$ cat config.mk
export PLATFORM = sky130hd
export DESIGN_NAME = lsq_readout_seq
export DESIGN_NICKNAME = d
export VERILOG_FILES = /design/src/rtl/lsq_pkg.sv /design/src/rtl/lsq_rst_sync.sv /design/src/rtl/lsq_pos_counter.sv /design/src/rtl/lsq_sel_decode.sv /design/src/rtl/lsq_hold_ctrl.sv /design/src/rtl/lsq_readout_seq.sv
export SDC_FILE = /design/constraint.sdc
export NUM_CORES = 1
export LEC_CHECK = 0
export BUFFER_PORTS_ARGS = -buffer_cell sky130_fd_sc_hd__buf_2
export CORE_AREA = 2 2 101 103
export DETAILED_ROUTE_END_ITERATION = 12
export DIE_AREA = 0 0 103 105
export PLACE_DENSITY_LB_ADDON = 0.3
export SLEW_MARGIN = 25
export SYNTH_ARGS = -nofsm -noshare
export SYNTH_HDL_FRONTEND = slang
export SYNTH_HIERARCHICAL = 1
export SYNTH_SLANG_ARGS = --single-unit
export TNS_END_PERCENT = 1
$ cat constraint.sdc
create_clock -name clk -period 2.5 [get_ports clk]
set_input_delay 0.5 -clock clk [delete_from_list [all_inputs] [get_ports clk]]
set_output_delay 0.5 -clock clk [all_outputs]
set_load 0.02 [all_outputs]
$ cat src/rtl/lsq_pkg.sv
package lsq_pkg;
  function automatic int unsigned lsq_pos_w(input int unsigned npix);
    return $clog2(npix + 1);
  endfunction
endpackage

$ cat src/rtl/lsq_rst_sync.sv
module lsq_rst_sync (
  input  logic clk,
  input  logic rst_n,
  output logic rst_sync_n
);
  logic meta_q;

  always_ff @(posedge clk or negedge rst_n) begin
    if (!rst_n) begin
      meta_q     <= 1'b0;
      rst_sync_n <= 1'b0;
    end else begin
      meta_q     <= 1'b1;
      rst_sync_n <= meta_q;
    end
  end
endmodule

$ cat src/rtl/lsq_pos_counter.sv
module lsq_pos_counter #(
  parameter int unsigned NPIX = 256,
  parameter int unsigned PW   = lsq_pkg::lsq_pos_w(NPIX)
) (
  input  logic          clk,
  input  logic          rst_n,
  input  logic          start,
  output logic [PW-1:0] pos,
  output logic          restart
);
  localparam logic [PW-1:0] LAST = PW'(NPIX);
  localparam logic [PW-1:0] ONE  = PW'(1);

  logic [PW-1:0] pos_nxt;
  logic          restart_nxt;
  logic          pos_en;

  // position 0 is the idle state; 1..NPIX are the pixels of a line
  always_comb begin
    pos_en      = start || (pos != '0);
    restart_nxt = start && (pos != '0) && (pos != LAST);
    if (start)              pos_nxt = ONE;
    else if (pos == LAST)   pos_nxt = '0;
    else                    pos_nxt = pos + ONE;
  end

  always_ff @(posedge clk or negedge rst_n) begin
    if (!rst_n) begin
      pos     <= '0;
      restart <= 1'b0;
    end else begin
      restart <= restart_nxt;
      if (pos_en) pos <= pos_nxt;
    end
  end

  p_start_first_r2: assert property (@(posedge clk) disable iff (!rst_n)
    start |=> (pos == ONE));

  p_step_r2: assert property (@(posedge clk) disable iff (!rst_n)
    (!start && pos != '0 && pos != LAST) |=> (pos == $past(pos) + ONE));

  p_idle_stays_r8: assert property (@(posedge clk) disable iff (!rst_n)
    (!start && (pos == '0 || pos == LAST)) |=> (pos == '0));
endmodule

$ cat src/rtl/lsq_sel_decode.sv
module lsq_sel_decode #(
  parameter int unsigned NPIX = 256,
  parameter int unsigned PW   = lsq_pkg::lsq_pos_w(NPIX)
) (
  input  logic [PW-1:0]   pos,
  output logic [NPIX-1:0] pix_sel
);
  for (genvar i = 0; i < NPIX; i++) begin : g_sel
    if (i == 0) begin : g_first
      assign pix_sel[i] = (pos == '0) || (pos == PW'(1));
    end else begin : g_rest
      assign pix_sel[i] = (pos == PW'(i + 1));
    end
  end
endmodule

$ cat src/rtl/lsq_hold_ctrl.sv
module lsq_hold_ctrl #(
  parameter int unsigned NPIX = 256,
  parameter int unsigned PW   = lsq_pkg::lsq_pos_w(NPIX)
) (
  input  logic          clk,
  input  logic          rst_n,
  input  logic [PW-1:0] pos,
  input  logic          restart,
  output logic          hold_main,
  output logic          hold_last,
  output logic          int_rst_n
);
  localparam logic [PW-1:0] LAST = PW'(NPIX);
  localparam logic [PW-1:0] ONE  = PW'(1);
  localparam logic [PW-1:0] TWO  = PW'(2);

  logic hold_main_nxt;
  logic hold_last_nxt;
  logic int_rst_n_nxt;

  always_comb begin
    hold_main_nxt = (pos != '0) && (pos != LAST);
    if (pos == '0)       hold_last_nxt = 1'b0;
    else if (pos == ONE) hold_last_nxt = restart ? hold_last : 1'b0;
    else                 hold_last_nxt = 1'b1;
    int_rst_n_nxt = (pos != TWO);
  end

  // falling-edge update keeps analogue controls away from select changes
  always_ff @(negedge clk or negedge rst_n) begin
    if (!rst_n) begin
      hold_main <= 1'b0;
      hold_last <= 1'b0;
      int_rst_n <= 1'b0;
    end else begin
      hold_main <= hold_main_nxt;
      hold_last <= hold_last_nxt;
      int_rst_n <= int_rst_n_nxt;
    end
  end

  p_main_release_r4: assert property (@(negedge clk) disable iff (!rst_n)
    (pos == LAST) |=> !hold_main);

  p_pulse_one_clock_r6: assert property (@(negedge clk) disable iff (!rst_n)
    !int_rst_n |=> int_rst_n);

  p_restart_keeps_r7: assert property (@(negedge clk) disable iff (!rst_n)
    (pos == ONE && restart) |=> (hold_last == $past(hold_last) && hold_main));
endmodule

$ cat src/rtl/lsq_readout_seq.sv
module lsq_readout_seq #(
  parameter int unsigned NPIX = 256
) (
  input  logic            clk,
  input  logic            rst_n,
  input  logic            start,
  output logic [NPIX-1:0] pix_sel,
  output logic            hold_main,
  output logic            hold_last,
  output logic            int_rst_n,
  output logic            frame_done
);
  localparam int unsigned   PW   = lsq_pkg::lsq_pos_w(NPIX);
  localparam logic [PW-1:0] LAST = PW'(NPIX);

  logic          rst_sync_n;
  logic [PW-1:0] pos;
  logic          restart;

  lsq_rst_sync u_rst_sync (
    .clk        (clk),
    .rst_n      (rst_n),
    .rst_sync_n (rst_sync_n)
  );

  lsq_pos_counter #(.NPIX(NPIX), .PW(PW)) u_pos (
    .clk     (clk),
    .rst_n   (rst_sync_n),
    .start   (start),
    .pos     (pos),
    .restart (restart)
  );

  lsq_sel_decode #(.NPIX(NPIX), .PW(PW)) u_sel (
    .pos     (pos),
    .pix_sel (pix_sel)
  );

  lsq_hold_ctrl #(.NPIX(NPIX), .PW(PW)) u_hold (
    .clk       (clk),
    .rst_n     (rst_sync_n),
    .pos       (pos),
    .restart   (restart),
    .hold_main (hold_main),
    .hold_last (hold_last),
    .int_rst_n (int_rst_n)
  );

  assign frame_done = (pos == LAST);

  p_sel_onehot_r3: assert property (@(posedge clk) disable iff (!rst_sync_n)
    $countones(pix_sel) == 1);

  p_done_on_last_r9: assert property (@(posedge clk) disable iff (!rst_sync_n)
    frame_done |-> pix_sel[NPIX-1]);
endmodule

After elaboration in Yosys (flattened, before gate mapping) --
Cells that the tools add are included.
Operators by class: add/sub/neg operators 1, $mul 0, div/mod/pow operators 0, magnitude comparators 0, equal/unequal tests 259, shift-type cells 0, multiplexer cells 5, bitwise operators 0, reductions and logical operators 7
Operators with widths (count):
- equality test 9 x 8 -> 1 bit, second input constant | 128
- equality test 9 x 7 -> 1 bit, second input constant | 64
- equality test 9 x 6 -> 1 bit, second input constant | 32
- equality test 9 x 5 -> 1 bit, second input constant | 16
- equality test 9 x 4 -> 1 bit, second input constant | 8
- equality test 9 x 3 -> 1 bit, second input constant | 4
- equality test 9 x 2 -> 1 bit, second input constant | 2
- two-way mux 9 bit | 2
- adder 9 x 1 -> 9 bit, second input constant | 1
- equality test 9 x 1 -> 1 bit, second input constant | 1
- equality test 9 bit, second input constant | 1
- zero test 9 bit | 1
- inequality test 9 x 2 -> 1 bit, second input constant | 1
- inequality test 9 bit, second input constant | 1
- nonzero test 9 bit | 1
- logical AND 1 bit | 3
- two-way mux 1 bit | 3
- inequality test 3 x 2 -> 1 bit, second input constant | 1
- logical OR 1 bit | 2
Word-level totals: register bits 15, latch bits 0, RAM bits 0, bits in read-only memories 0, input port bits 3, output and inout bits 260, logic and storage cells 279, memories kept 0

Depth between registers and ports, before layout --
Gate-level depths: netlist of the first run.
depth after elaboration 3, gate-level depth with buffers 5, gate-level depth less buffers 5

By module --
The synthesis of the first run kept the hierarchy.
By module, submodules not included:
- lsq_sel_decode | times used 1, cells each 384, area each 2139.6 um^2, sequential area each 0.0 um^2
- lsq_pos_counter | times used 1, cells each 52, area each 506.7 um^2, sequential area each 250.2 um^2
- lsq_hold_ctrl | times used 1, cells each 10, area each 122.6 um^2, sequential area each 75.1 um^2
- lsq_rst_sync | times used 1, cells each 3, area each 53.8 um^2, sequential area each 50.0 um^2
- lsq_readout_seq | times used 1, cells each 3, area each 28.8 um^2, sequential area each 0.0 um^2

==> impl_results.md, run 1 <==
- Net count after synthesis: roughly 460
- Vias in the first global route: 3,686
- Ant diodes: 0
- Normalized max-slew margin: 0.5868
- Wl on met1: 5647 µm
- Failing checks: setup timing
- Placed cell count: 805
- Top Metal Used: met4
- FFs w/ async S/R, synth: 1.000
- Fin nets: just under 700
- Area growth syn-to-layout: 55.59%
- Pwr/cell area: 437.7 nW/µm²
- Seq/Total Area, Yosys: 0.1316
- DIE AREA: 10,820 µm²
- GRT Total Usage: 0.2354
- Inserted Clock Buffers: 3
- Sequential cell area: about 380 µm²
- Initial antenna violation count: 0
- CP delay by family, top: flip-flops
- Final setup viols: 4
- Crit path DAT: 2.08 ns
- Worst setup SP type: flip-flop
- DR pass1 iterations: 5
- Placer Congestion: 0.8516
- I/O Buffers: 262
- Worst-Margin Slew: 0.6197 ns
- CP endpoint kind: output port
- DR WL met2: 7323 µm
- VDD IR max: 0.3673 mV
- Minimum hold slack: 0.02543 ns
- # DRC: 0
- Max_cap viols: 0
- Post-route cell area: 4437 µm²
- Clock Latency Late Sink: 0.26 ns
- # H-tree levels: 1
- Final Max Tran Viols: 0
- Count of different cell masters after synthesis: 41
- Routed Antenna Nets: 0
- Num ports: 263
- DP Area: 4252 µm²
- Core area: between 9000 and 10,000 µm²
- Post-synth top flop: dfrtp_1
- Wire length on met3: 1261 µm
- Largest net degree at the start of global routing: 61
- Die Span X: around 100 µm
- Die height: about 110 µm
- Initial drt markers: 345
- Reg2Reg Capture Point: u_hold/int_rst_n
- FF-to-FF setup slack: 0.17 ns
- Slowest stage cell, crit path: dfrtn_1
- PnR worst setup slack: -0.07759 ns
- First-pass GRT wire length: 20,360 µm
- Hold-fix buffers, CTS: 0
- Share of layout cells above drive strength 1: 0.5133
- Setup Fix Bufs, Post-CTS: 0
- RR Startpoint: u_pos/pos[4]
- WL/cell: roughly 18 µm
- RSZ-0062 raised after global routing: true
- Synth Area per Inst: 6.309 µm²
- WP buf/inv: 1
- Clk pin slew, worst setup/hold paths: around 0.06 ns
- Worst path max stage delay: 0.44 ns
- Worst path cell trace: buf_6
- Rows: 36
- Dpl hpwl: slightly above 10,000 µm
- Post-layout util: 0.4603
- Fin Setup TNS: -0.1561 ns
- Critical Path RT: ~2.0 ns
- Synth Instances: 452
- Footprint of the multi-input gates: 2064 µm²
- Status: complete, but fails checks
- CP max FO: 2
- Post-synth EDFFs: 0
- Synth warn: 6
- Clock sink total: 15
- R2R cell count: 2
- Critical setup path kind: reg2out
- Initial core utilization: 0.2958
- Total global routing overflow: 0
- Setup Skew: 0.01830 ns
- Number of synthesized register bits: 15
- Avg Vias per Cell: ~5.6
- Filler Cells Inserted: 1,028
- Routed wire length: 14,460 µm
- CTS root buffer: clkbuf_8
- Final hold vios: 0
- CTS max path bufs: 2
- CTS tree: yes
- Total number of vias: 4,504
- Leak: 2.160 nW
- Final std cells w/o fill: 809
- Synthesized area: 2851 µm²
- Worst Hold Class: in2async
[sequential cells by signal, indices dropped and copies added (netlist names)]
| name | flops |
|---|---|
| u_hold/int_rst_n | 1 |
| u_rst_sync/meta_q | 1 |
| u_hold/hold_main | 1 |
| u_pos/restart | 1 |
| u_pos/pos | 9 |
| u_hold/hold_last | 1 |
| u_rst_sync/rst_sync_n | 1 |
[power by group]
| group | switching [mW] | total [mW] | internal (mW) |
|---|---|---|---|
| Clock | 0.0810 | 0.194 | 0.113 |
| Combinational | 1.03 | 1.40 | 0.371 |
| Sequential | 0.0567 | 0.347 | 0.290 |
| Total | 1.17 | 1.94 | 0.774 |
[kinds of logic after synthesis]
group	synth area share
adders and majority gates	0.008774
AOI/OAI and AO/OA	0.02677
and+or+nand+nor	0.6656
xor gates and xnor gates	0.009216
DFF	0.1316
other	0.001315
buffers and inverters	0.1566
[final cells by class]
cell class / instances / area share
Inverter: 5 / 0.004230
Multi-Input combinational cell: 344 / 0.4653
Tap cell: 133 / 0.03751
Sequential cell: 15 / 0.08460
Timing Repair Buffer: 308 / 0.3982
Clock buffer: 4 / 0.01015
[stage by stage]
stage | setup slack, ns | power, mW
2_1_floorplan | 0.06705 | 1.298
3_3_place_gp | 0.1586 | 1.619
3_5_place_dp | 0.1180 | 1.653
4_1_cts | -0.09009 | 1.896
5_1_grt | -0.1098 | 2.044
6_report | -0.07759 | 1.942
[metal layers]
metal / up-vias / GRT usage
met1: 2107 / 0.2988
met4: 0 / 0.05545
met5: - / 0
met3: 29 / 0.01538
met2: 272 / 0.4258
li1: 2096 / -
[synth_stat cells, types with 5 or more instances]
cell	count	area share
a21oi_1	6	0.011
nor3_1	228	0.40
dfrtp_1	12	0.11
nor4_1	11	0.024
o21ai_0	5	0.0088
clkbuf_1	35	0.046
nand4bb_1	6	0.024
nand2_1	5	0.0066
or3_1	9	0.020
or4b_1	6	0.021
buf_6	8	0.032
buf_1	19	0.025
buf_2	24	0.042
nand3_1	6	0.011
nor3_2	18	0.063
[worst max path at each step]
stage / startpoint / to / slack, ns / cells past startpoint
after floorplan: u_pos/pos[3] / pix_sel[197] / 0.07 / 5
after global placement: u_hold/hold_last / hold_last / 0.16 / 1
after detailed placement: u_pos/pos[0] / pix_sel[189] / 0.12 / 5
after CTS: u_hold/hold_last / hold_last / -0.09 / 1
after global routing: u_hold/hold_last / hold_last / -0.11 / 1
final: u_hold/hold_last / hold_last / -0.08 / 1
[timing repair]
action,4_1_cts,5_1_grt
resized for setup,15,28
setup endpoints to repair,115,123
pin swaps,1,1
[placed cells by master (no fill, tap or decap), drive strengths merged, types with 6 or more instances in the layout]
cell     count
a21oi        6
nor3       246
nor4        13
or4b         7
buf        308
or3          9
nand3        6
nand4bb      6
dfrtp       12
Note: power is estimated with default switching activity, not from simulation.
==> inputs of run 2 (changes only) <==
==> constraint.sdc (replaced) <==
create_clock -name clk -period 2.47 [get_ports clk]
set_input_delay 0.494 -clock clk [delete_from_list [all_inputs] [get_ports clk]]
set_output_delay 0.494 -clock clk [all_outputs]
set_load 0.01 [all_outputs]
==> impl_results.md, run 2 (synthesis results as in run 1) <==
- Status: complete, but fails checks
- Failing checks: setup timing
- Worst setup SP type: flip-flop
- Leak: 2.168 nW
- Pre-CTS setup slack: 0.1191 ns
- Final std cells w/o fill: 809
- Final hold vios: 0
- Critical Path RT: 1.98 ns
- Filler Cells Inserted: 1,047
- CTS root buffer: clkbuf_8
- Ant diodes: 0
- Sw Pwr: about 1.1 mW
- Core area: 9639 µm²
- Hold-fix buffers, CTS: 0
- WL/cell: between 15 and 20 µm
- Largest net degree at the start of global routing: 61
- Avg Vias per Cell: 5.424
- Area growth syn-to-layout: 54.89%
- Cell-internal power: roughly 0.78 mW
- Dpl hpwl: about 10,000 µm
- Routed Antenna Nets: 0
- Critical setup path kind: reg2out
- Top reg by flops: u_pos/pos
- Setup Skew: 0.01763 ns
- Slowest stage cell, crit path: dfrtn_1
- Num ports: 263
- CP endpoint kind: output port
- Initial antenna violation count: 0
- GRT Total Usage: 0.2384
- DIE AREA: 10,820 µm²
- Seq pwr share: 0.179
- Final setup viols: 3
- Die Span X: 103 µm
- CP max FO: 2
- Post-route cell area: 4417 µm²
- Rows: 36
- Sw frac: 0.5905
- Inserted Clock Buffers: 3
- Clk pin slew, worst setup/hold paths: 0.06 ns
- Share of layout cells above drive strength 1: 0.5178
- Minimum hold slack: 0.01646 ns
- Highest-count cells in the layout ignoring fill and taps: buf_2, nor3_1, buf_4, nor3_2, dfrtp_1
- Worst path cell trace: buf_6
- PnR worst setup slack: -0.07378 ns
- Initial drt markers: 422
- # DRC: 0
- Total number of vias: 4,388
- Gate power share: 0.720
- Total global routing overflow: 0
- Worst path max stage delay: 0.43 ns
- WP buf/inv: 1
- Worst Hold Class: in2async
- RSZ-0062 raised after global routing: true
- Clock network fraction of total power: 0.101
- Routed wire length: 14,220 µm
- Vias in the first global route: 3,644
- Clock sink total: 15
- Worst-Margin Slew: 0.6114 ns
- FF-to-FF setup slack: roughly 0.16 ns
- DP Area: 4244 µm²
- Clock Latency Late Sink: 0.26 ns
- DR pass1 iterations: 5
- CTS tree: yes
- CTS max path bufs: 2
- Die height: 105 µm
- Initial core utilization: 0.2958
- Fin Setup TNS: -0.1439 ns
- Max_cap viols: 0
- Crit path DAT: 2.05 ns
- Fin nets: 682
- VDD IR max: approximately 0.25 mV
- # H-tree levels: 1
- Placed cell count: 804
- CP delay by family, top: flip-flops
- I/O Buffers: about 260
- First-pass GRT wire length: 20,690 µm
- Most common library cell in the layout ignoring fill and taps: buf_2
- Normalized max-slew margin: 0.5924
- Final Max Tran Viols: 0
- Largest register FFs: 9
- Pwr/cell area: 433.8 nW/µm²
- Placer Congestion: 0.8491
-- run 2: worst paths after layout --
path | from | endpoint | cells after the start
setup / recovery | u_hold/hold_last | hold_last | 1
hold / removal | rst_n | u_rst_sync/meta_q | 1
setup reg to reg | u_pos/pos[8] | u_hold/int_rst_n | 2
hold reg to reg | u_rst_sync/rst_sync_n | u_pos/pos[1] | 1
max in group asynchronous | u_rst_sync/rst_sync_n | u_hold/int_rst_n | 1
min in group clk | u_rst_sync/meta_q | u_rst_sync/rst_sync_n | 0
-- run 2: per-stage QoR --
step / total power, mW / utilization
global placement: 1.600 / 0.4403
CTS: 1.870 / 0.4482
floorplan: 1.273 / -
detailed placement: 1.633 / 0.4403
global route: 2.041 / 0.4582
finish: 1.916 / 0.4582
-- run 2: area by class of cell --
| class | instances | area (µm²) | area share |
|---|---|---|---|
| Multi-Input combinational cell | 344 | 2076 | 0.4700 |
| Timing Repair Buffer | 308 | 1734 | 0.3926 |
| Sequential cell | 15 | 375.4 | 0.08499 |
| Tap cell | 133 | 166.4 | 0.03768 |
| Clock buffer | 3 | 41.29 | 0.009348 |
| Inverter | 5 | 18.77 | 0.004249 |
| Clock inverter | 1 | 5.005 | 0.001133 |
-- run 2: power by group through the flow --
stage / clock, mW / combinational, mW / sequential, mW
6_report: 0.194 / 1.38 / 0.342
5_1_grt: 0.214 / 1.48 / 0.347
4_1_cts: 0.201 / 1.33 / 0.339
3_5_place_dp: 0 / 1.29 / 0.340
3_3_place_gp: 0 / 1.26 / 0.338
2_1_floorplan: 0 / 0.918 / 0.355
-- run 2: per-layer routing --
layer,global-route usage,routed length [µm],part of all wire
met1,0.3038,5691,0.40
met2,0.4216,7237,0.51
met3,0.02542,1045,0.073
met4,0.05921,247,0.017
met5,0,0,0
-- run 2: repair_timing --
action | CTS | global route
endpoints found under the setup margin | 84 | 156
gates resized for setup | 7 | 21
setup buffers | 0 | 1
pin swaps | 0 | 0
==> inputs of run 3 (changes only) <==
--- a/config.mk
+++ b/config.mk
@@ -5,7 +5,7 @@
 export SDC_FILE = /design/constraint.sdc
 export NUM_CORES = 1
 export LEC_CHECK = 0
-export BUFFER_PORTS_ARGS = -buffer_cell sky130_fd_sc_hd__buf_2
+export BUFFER_PORTS_ARGS = -buffer_cell sky130_fd_sc_hd__buf_4
 export CORE_AREA = 2 2 101 103
 export DETAILED_ROUTE_END_ITERATION = 12
 export DIE_AREA = 0 0 103 105
==> impl_results.md, run 3 (synthesis results as in run 1) <==
- DR pass1 iterations: 5
- Post-route cell area: 5180 µm²
- CTS tree: yes
- Clock sink total: 15
- Sw frac: 0.5952
- Footprint of the multi-input gates: 2196 µm²
- WL/cell: approximately 19 µm
- Fin nets: 684
- Initial core utilization: 0.2958
- I/O Buffers: about 260
- RSZ-0062 raised after global routing: true
- Vias in the first global route: 3,627
- Area growth syn-to-layout: 81.66%
- Status: complete, but fails checks
- Routed Antenna Nets: 0
- Share of layout cells above drive strength 1: 0.5546
- Avg Vias per Cell: 5.536
- Critical Path RT: 1.98 ns
- Sw Pwr: 1.183 mW
- PnR worst setup slack: -0.05579 ns
- Most Crowded Layer GR: met2
- Grt met2 use: 0.4235
- Final setup viols: 4
- CTS max path bufs: 2
- Worst setup SP type: flip-flop
- Filler Cells Inserted: 1,002
- CP endpoint kind: output port
- CTS root buffer: clkbuf_8
- Initial drt markers: 371
- WP buf/inv: 1
- Critical setup path kind: reg2out
- Worst-Margin Slew: 0.6162 ns
- Die Span X: 103 µm
- Placer Congestion: 0.8480
- CP delay by family, top: flip-flops
- Rows: 36
- Leak: approximately 2.2 nW
- Top reg by flops: u_pos/pos
- DP Area: approximately 4900 µm²
- Clk pin slew, worst setup/hold paths: 0.06 ns
- Most common library cell in the layout ignoring fill and taps: buf_4
- Clock Latency Late Sink: 0.26 ns
- Grt met3 use: 0.01739
- Total global routing overflow: 0
- Largest register FFs: 9
- Ant diodes: 0
- Die height: around 110 µm
- Dpl hpwl: 10,590 µm
- Routed wire length: 15,100 µm
- Slowest stage cell, crit path: dfrtn_1
- Worst path max stage delay: 0.42 ns
- DIE AREA: ~11,000 µm²
- Total number of vias: about 4,500
- Sequential cell area: 376.6 µm²
- Failing checks: setup timing
- Seq pwr share: 0.169
- Clock network fraction of total power: 0.101
- Hold-fix buffers, CTS: 0
- Final Max Tran Viols: 0
- Highest-count cells in the layout ignoring fill and taps: buf_4, nor3_1, nor3_2, dfrtp_1
- Inserted Clock Buffers: 3
- First-pass GRT wire length: 21,530 µm
- Minimum hold slack: 0.01632 ns
- Setup Skew: 0.01785 ns
- Max_cap viols: 0
- Num ports: ~260
- CP max FO: 2
- Largest net degree at the start of global routing: just over 60
- Pwr/cell area: 383.8 nW/µm²
- Gate power share: 0.730
- # DRC: 0
- Normalized max-slew margin: 0.5892
- Worst Hold Class: in2async
- GRT Total Usage: 0.2481
- Final hold vios: 0
- VDD IR max: 0.2741 mV
- Initial antenna violation count: 0
- # H-tree levels: 1
- Crit path DAT: 2.03 ns
- Routing usage on met1: 0.3408
- Cell-internal power: roughly 0.80 mW
- Core area: 9639 µm²
- Worst path cell trace: buf_6
==> run 3: per-layer routing <==
layer,part of all wire,up-vias
met5,0,-
met4,0.014,0
met1,0.41,2133
met2,0.51,232
li1,-,2104
met3,0.072,21
==> run 3: stage by stage <==
| step | power (mW) | util | setup slack, ns | TNS (ns) | std cells |
|---|---|---|---|---|---|
| floorplan | 1.273 | - | 0.1317 | 0 | 452 |
| global placement | 1.639 | 0.5099 | 0.1830 | 0 | 806 |
| detailed placement | 1.676 | 0.5099 | 0.1329 | 0 | 806 |
| CTS | 1.894 | 0.5165 | -0.06608 | -0.1353 | 810 |
| global route | 2.102 | 0.5374 | -0.08422 | -0.9045 | 811 |
| finish | 1.988 | 0.5374 | -0.05579 | -0.1112 | 811 |
==> run 3: power by group through the flow <==
stage          clock, mW  combinational [mW]  sequential [mW]
2_1_floorplan          0               0.918            0.355
3_3_place_gp           0                1.30            0.341
3_5_place_dp           0                1.33            0.343
4_1_cts            0.205                1.35            0.341
5_1_grt            0.217                1.54            0.343
6_report           0.200                1.45            0.336
==> run 3: final timing paths <==
check                                           start                    end  slack [ns]  depth (start not counted)
worst min register to register  u_rst_sync/rst_sync_n           u_pos/pos[3]        0.17                          1
worst max-delay path                 u_hold/hold_last              hold_last       -0.06                          1
worst max register to register           u_pos/pos[1]       u_hold/hold_main        0.13                          2
min in group clk                    u_rst_sync/meta_q  u_rst_sync/rst_sync_n        0.36                          0
worst min-delay path                            rst_n  u_rst_sync/rst_sync_n        0.02                          1
max in group asynchronous       u_rst_sync/rst_sync_n       u_hold/int_rst_n        1.00                          1
==> run 3: area by class of cell <==
cell class | count | share of cell area
Multi-Input combinational cell | 344 | 0.4239
Inverter | 5 | 0.003623
Clock buffer | 4 | 0.008696
Sequential cell | 15 | 0.07271
Timing Repair Buffer | 310 | 0.4589
Tap cell | 133 | 0.03213
==> run 3: timing repair <==
item,CTS,global route
resized for setup,6,41
setup buffers,0,1
endpoints found under the setup margin,78,160
cloned,0,0
